### src/rtl/lead_one_pkg.sv
package lead_one_pkg;
    typedef enum logic {
        OP_LOCATE = 1'b0,
        OP_COUNT  = 1'b1
    } op_mode_e;
endpackage

### src/rtl/lead_one_encoder.sv
module lead_one_encoder #(
    parameter int WIDTH = 48,
    localparam int PW = $clog2(WIDTH + 1)
) (
    input  logic [WIDTH-1:0] word_i,
    output logic [PW-1:0]    pos_o
);
    logic [PW-1:0] stage [WIDTH+1];

    assign stage[0] = '0;

    generate
        for (genvar i = 0; i < WIDTH; i++) begin : g_scan
            localparam logic [PW-1:0] RANK = PW'(WIDTH - i);
            assign stage[i+1] = word_i[i] ? RANK : stage[i];
        end
    endgenerate

    assign pos_o = stage[WIDTH];
endmodule

### src/rtl/ones_counter.sv
module ones_counter #(
    parameter int WIDTH = 48,
    localparam int PW = $clog2(WIDTH + 1)
) (
    input  logic [WIDTH-1:0] word_i,
    output logic [PW-1:0]    count_o
);
    logic [PW-1:0] acc [WIDTH+1];

    assign acc[0] = '0;

    generate
        for (genvar i = 0; i < WIDTH; i++) begin : g_add
            assign acc[i+1] = acc[i] + PW'(word_i[i]);
        end
    endgenerate

    assign count_o = acc[WIDTH];
endmodule

### src/rtl/lead_one_unit.sv
module lead_one_unit #(
    parameter int WIDTH = 48
) (
    input  logic             clk,
    input  logic             rst_n,
    input  logic             start,
    input  logic             mode,
    input  logic [WIDTH-1:0] a_in,
    input  logic [WIDTH-1:0] x_in,
    output logic [WIDTH-1:0] result,
    output logic [WIDTH-1:0] remainder,
    output logic             done
);
    import lead_one_pkg::*;

    localparam int PW = $clog2(WIDTH + 1);

    typedef struct packed {
        logic             done;
        logic [WIDTH-1:0] result;
        logic [WIDTH-1:0] rem;
    } unit_state_t;

    unit_state_t   st_d, st_q;
    logic [PW-1:0] lead_pos;
    logic [PW-1:0] ones_cnt;
    logic [WIDTH-1:0] shifted;
    op_mode_e      op;

    lead_one_encoder #(.WIDTH(WIDTH)) enc_i (
        .word_i (a_in),
        .pos_o  (lead_pos)
    );

    ones_counter #(.WIDTH(WIDTH)) cnt_i (
        .word_i  (a_in),
        .count_o (ones_cnt)
    );

    assign op      = op_mode_e'(mode);
    assign shifted = a_in << lead_pos;

    always_comb begin
        st_d      = st_q;
        st_d.done = 1'b0;
        if (start) begin
            st_d.done = 1'b1;
            case (op)
                OP_LOCATE: begin
                    st_d.result = x_in + WIDTH'(lead_pos);
                    st_d.rem    = shifted;
                end
                default: begin
                    st_d.result = x_in + WIDTH'(ones_cnt);
                    st_d.rem    = '0;
                end
            endcase
        end
    end

    always_ff @(posedge clk or negedge rst_n) begin
        if (!rst_n) begin
            st_q <= '0;
        end else begin
            st_q <= st_d;
        end
    end

    assign result    = st_q.result;
    assign remainder = st_q.rem;
    assign done      = st_q.done;
endmodule

### config.mk
export PLATFORM = sky130hd
export DESIGN_NAME = lead_one_unit
export DESIGN_NICKNAME = d
export VERILOG_FILES = /design/src/rtl/lead_one_pkg.sv /design/src/rtl/lead_one_encoder.sv /design/src/rtl/ones_counter.sv /design/src/rtl/lead_one_unit.sv
export SDC_FILE = /design/constraint.sdc
export NUM_CORES = 1
export LEC_CHECK = 0
export CORE_MARGIN = 2
export CORE_UTILIZATION = 54
export CTS_CLUSTER_SIZE = 8
export DETAILED_ROUTE_END_ITERATION = 8
export PLACE_DENSITY = 0.79
export SETUP_SLACK_MARGIN = 0.2
export SLEW_MARGIN = 20
export SYNTH_ARGS = -nofsm -noshare
export SYNTH_HDL_FRONTEND = slang
export SYNTH_SLANG_ARGS = --single-unit
### constraint.sdc
create_clock -name clk -period 1.3 [get_ports clk]
set_clock_uncertainty 0.1 [all_clocks]
set_input_delay 0.39 -clock clk [delete_from_list [all_inputs] [get_ports clk]]
set_output_delay 0.39 -clock clk [all_outputs]
set_load 0.01 [all_outputs]
==> results.py, run 1 <==
metrics = {
    "outcome": {
        "status": "aborted with a tool error",
        "stop_stage": "4_1_cts",
        "error": "[ERROR DPL-0033] detailed placement checks failed during check placement.",
    },
    "synth": {
        "synth.area.mux_share_pct": 11.54,
        "synth-compound-area-share_pct": 24.36,
        "synth_edf_count": 0,
        "synth_fa_ha_area_share_pct": 10.27,
        "ys_seq_area_share_pct": 24.60,
        "syn_inst": 1194,
        "synthXorXnorAreaFrac_pct": 4.172,
        "ys.flop_type": "dfrtp_1",
        "synth_seq_cells": 97,
        "synth_top_family_by_area": "compound AO/OA/AOI/OAI gates",
        "synth_top_area_share_pct": 24.60,
        "postSynthNetCount": 1351,
        "synth.distinct_cells": 81,
        "synth.avg_cell_area_um2": 8.263,
        "synth_top_area_cell": "dfrtp_1",
        "yosysWarnings": 0,
        "yosys-top-cells-area": "dfrtp_1 (25%), fa_1 (8.1%), mux2i_1 (8.1%), a21oi_1 (5.7%), nor2_1 (4.5%)",
        "synthArstFlopShare_pct": 100.0,
        "netlist_area_um2": 9866,
        "synthSimpleGateAreaFrac_pct": 17.92,
    },
    "clock_network": {
        "clock_sinks": 97,
        "cts_setup_buffers": 83,
        "clk_path_buf_depth": 2,
        "cts_max_level": 3,
        "cts_resized": 494,
        "root_buffer": "clkbuf_16",
        "cts_buffers": 9,
        "ctsHoldBuffers": 1,
    },
    "placed_design": {
        "portBuffers": 196,
        "place.gp.congestion": 1.013,
        "place_hpwl_um": 36080,
        "placed_cell_area_um2": 14930,
        "dpl.cell_count": 1899,
        "place_ws_ns": -6.836,
    },
    "floorplan": {
        "initial_core_util_pct": 54.92,
        "num_rows": 49,
        "die_w_um": 139.2,
        "io_pins": 197,
        "die_y_um": 139.2,
    },
}
cells by family after synthesis:
logic type | Yosys count
AOI/OAI and AO/OA | 354
xor gates and xnor gates | 47
adders and majority gates | 57
buffers and inverters | 159
DFF | 97
muxes | 105
and+or+nand+nor | 375
synth_stat cells (25+ instances only):
| cell | instances |
|---|---|
| a21oi_1 | 112 |
| clkbuf_1 | 44 |
| nand2_1 | 95 |
| inv_1 | 74 |
| nand3_1 | 44 |
| buf_2 | 25 |
| mux2i_1 | 80 |
| dfrtp_1 | 97 |
| nor2_1 | 118 |
| nor3_1 | 38 |
| o21ai_0 | 48 |
| fa_1 | 40 |
stage by stage:
stage                     utilization [%]  hold slack, ns  TNS (ns)
after global placement              83.13          0.1923   -434.82
after floorplan                         -       -0.005591   -337.60
after detailed placement            83.13          0.1989   -453.59
==> run 2, diff against run 1 <==
CORE_UTILIZATION = 40   (was 54)
CTS_CLUSTER_SIZE = not set   (was 8)
PLACE_DENSITY = not set   (was 0.79)
PLACE_DENSITY_LB_ADDON = 0.15   (was not set)
SETUP_SLACK_MARGIN = not set   (was 0.2)
==> run 2 against run 1 <==
The flow now finishes, with violations (negative setup slack). Synthesized cell count unchanged. Synthesized area unchanged.
==> results.py, run 2 <==
metrics = {
    "synth": {
        "ys_seq_area_share_pct": 24.60,
        "synth_top_area_cell": "dfrtp_1",
        "netlist_area_um2": 9866,
        "synth.avg_cell_area_um2": 8.263,
        "ys.flop_type": "dfrtp_1",
        "synth.distinct_cells": 81,
        "synthTopCellsByCount": "nor2_1 (118), a21oi_1 (112), dfrtp_1 (97)",
        "synth.most_common_cell": "nor2_1",
        "yosysWarnings": 0,
        "yosys-top-cells-area": "dfrtp_1 (25%), fa_1 (8.1%), mux2i_1 (8.1%), a21oi_1 (5.7%), nor2_1 (4.5%)",
        "synth_seq_cells": 97,
        "synth_top_area_share_pct": 24.60,
        "synth_edf_count": 0,
        "postSynthNetCount": 1351,
        "syn_inst": 1194,
        "synthArstFlopShare_pct": 100.0,
    },
    "timing": {
        "finalCriticalPeriod_ns": 7.372,
        "hold_slack_ns": 0.3657,
        "setup_viol": 193,
        "rsz0062_at_grt": "yes",
        "clock.fmax_mhz": 135.6,
        "max_slew_margin_pct": 47.97,
        "fin_ws_ns": -6.072,
        "drv_slew": 0,
        "finalHoldViolCount": 0,
        "min_period_over_period_pct": 567.1,
        "worstMarginPinSlew_ns": 0.7805,
        "setup_tns_ns": -414.32,
    },
    "cells_and_area": {
        "filler_cell_count": 1773,
        "mostFrequentLayoutCells": "buf_4 (400), buf_6 (122), dfrtp_1 (96)",
        "n_antenna_cell": 0,
        "regArea_um2": 2429,
        "multiInputGateArea_um2": 8524,
        "syn_to_final_growth_pct": 83.59,
        "final_common_cell": "buf_4",
        "layout-drive-gt1-share_pct": 52.97,
        "fin_nets": 2002,
    },
    "placed_design": {
        "place.gp.congestion": 1.000,
        "portBuffers": 196,
        "place_hpwl_um": 33890,
        "place_ws_ns": -6.656,
    },
    "worst_setup_path": {
        "required_ns": 1.43,
        "cp-start-kind": "input pin",
        "crit_fanout": 3,
        "cpLargestDelayFamily": "adder cells",
        "path_buf_inv": 9,
        "slowest_stage": "fa_1",
        "cp_slowest_stage_delay_ns": 0.57,
        "critPathKind": "in2reg",
        "crit_path_end_kind": "flip-flop",
        "critPathMostFrequentCell": "fa_1",
        "arrival_ns": 7.50,
    },
    "clock_network": {
        "cts_buffers": 9,
        "root_buffer": "clkbuf_16",
        "clk_latency_ns": 0.36,
        "cts_tree": "yes",
        "clk_path_buf_depth": 2,
        "cts_max_level": 3,
        "clock_sinks": 97,
        "cts.clk_slew.worst_paths_ns": 0.07,
    },
    "floorplan": {
        "initial_core_util_pct": 40.69,
        "die_w_um": 161.1,
        "io_pins": 197,
        "die_y_um": 161.1,
        "num_rows": 57,
        "core-area_um2": 24250,
        "dieArea_um2": 25940,
    },
    "detailed_routing": {
        "viasPerCell": 5.852,
        "drt-total-wl_um": 48000,
        "drc": 0,
        "vias": 12723,
        "ant_nets": 0,
        "detail_route.wl_per_cell_um": 22.08,
        "drt_first_iter_violations": 1185,
        "drtPass1Iterations": 6,
    },
    "grt": {
        "grt.total_usage_pct": 34.96,
        "grt_antenna_before_repair": 0,
        "grt_pass1_wl_um": 70400,
        "grt_start_max_net_pins": 53,
        "grt_pass1_vias": 12508,
        "overflow": 0,
    },
    "flow_run": {
        "drv_cap": 0,
    },
    "pwr": {
        "clockPowerShare_pct": 8.1,
        "combPwrFrac_pct": 80.7,
        "swShare_pct": 42.41,
        "p_leak_nw": 8.192,
        "seqPwrFrac_pct": 11.2,
        "power_density_nw_per_um2": 1883,
        "peakVddDrop_mv": 2.565,
        "p_switching_mw": 14.47,
        "intPower_mw": 19.64,
    },
    "outcome": {
        "failed_checks": "negative setup slack",
        "status": "finished, violations left",
    },
    "min_path": {
        "min_path_type": "in2async",
    },
}
[run 2: cell counts after synthesis]
Identical to the previous run, type by type.
[run 2: final timing paths]
check                         startpoint       endpoint  slack [ns]  cells past startpoint
max                             a_in[31]     result[37]       -6.07                     30
min                                rst_n  remainder[27]        0.37                      2
max reg2reg                remainder[44]  remainder[44]       -0.16                      4
min reg2reg                 remainder[4]   remainder[4]        0.41                      1
max in group asynchronous          rst_n   remainder[9]        0.25                      3
min in group clk                   start  remainder[33]        0.39                      3
[run 2: kinds of logic (layout without fill, tap and decap cells)]
kind of cell	after synthesis	after routing	synth area share, %
DFF	97	97	24.60
adders and majority gates	57	57	10.27
AOI/OAI and AO/OA	354	354	24.36
xor gates and xnor gates	47	47	4.172
muxes	105	105	11.54
buffers and inverters	159	814	7.128
and+or+nand+nor	375	376	17.92
[run 2: cell type report]
type                       instances  area share (%)
clock inverter                     5          0.3592
clock buffer                      11           1.285
sequential                        97           13.41
tap                              324           2.238
inverter                          74           1.534
multi-input combinational        939           47.06
timing repair buffer             724           34.11
[run 2: per-layer routing]
layer / part of all wire, % / vias to the layer above / GRT usage, %
li1: - / 5656 / -
met1: 37 / 6076 / 43.99
met2: 47 / 773 / 56.50
met3: 10 / 218 / 9.091
met4: 5.8 / 0 / 16.15
met5: 0 / - / 0
[run 2: what timing repair did]
item	4_1_cts	5_1_grt
buffers inserted	79	93
resized for setup	452	393
endpoints found under the setup margin	193	193
pin swaps	166	137
cloned	3	1
hold buffers	1	0
hold endpoints to repair	13	0
[run 2: metrics by stage]
stage / util (%) / total power [mW] / instances / cell area (µm²)
2_1_floorplan: - / 16.37 / 1194 / 10420
3_3_place_gp: 62.24 / 23.35 / 2001 / 15090
3_5_place_dp: 62.24 / 23.63 / 2001 / 15090
4_1_cts: 70.57 / 30.76 / 2091 / 17110
5_1_grt: 74.70 / 35.33 / 2174 / 18110
6_report: 74.70 / 34.11 / 2174 / 18110
[run 2: worst reg2reg max path: cells and delay by family, from the launching register on]
family	cells	cell delay, ns
buf+inv	1	0.17
flops	1	0.47
simple gates	1	0.16
compound gates	2	0.44
[run 2: power by group through the flow]
| stage | sequential, mW | clock (mW) | combinational, mW |
|---|---|---|---|
| after floorplan | 4.01 | 0 | 12.4 |
| after global routing | 3.84 | 2.91 | 28.6 |
| final | 3.80 | 2.77 | 27.5 |
| after global placement | 3.83 | 0 | 19.5 |
| after detailed placement | 3.82 | 0 | 19.8 |
| after CTS | 3.78 | 2.81 | 24.2 |
Power figures use the tool's default switching activity.
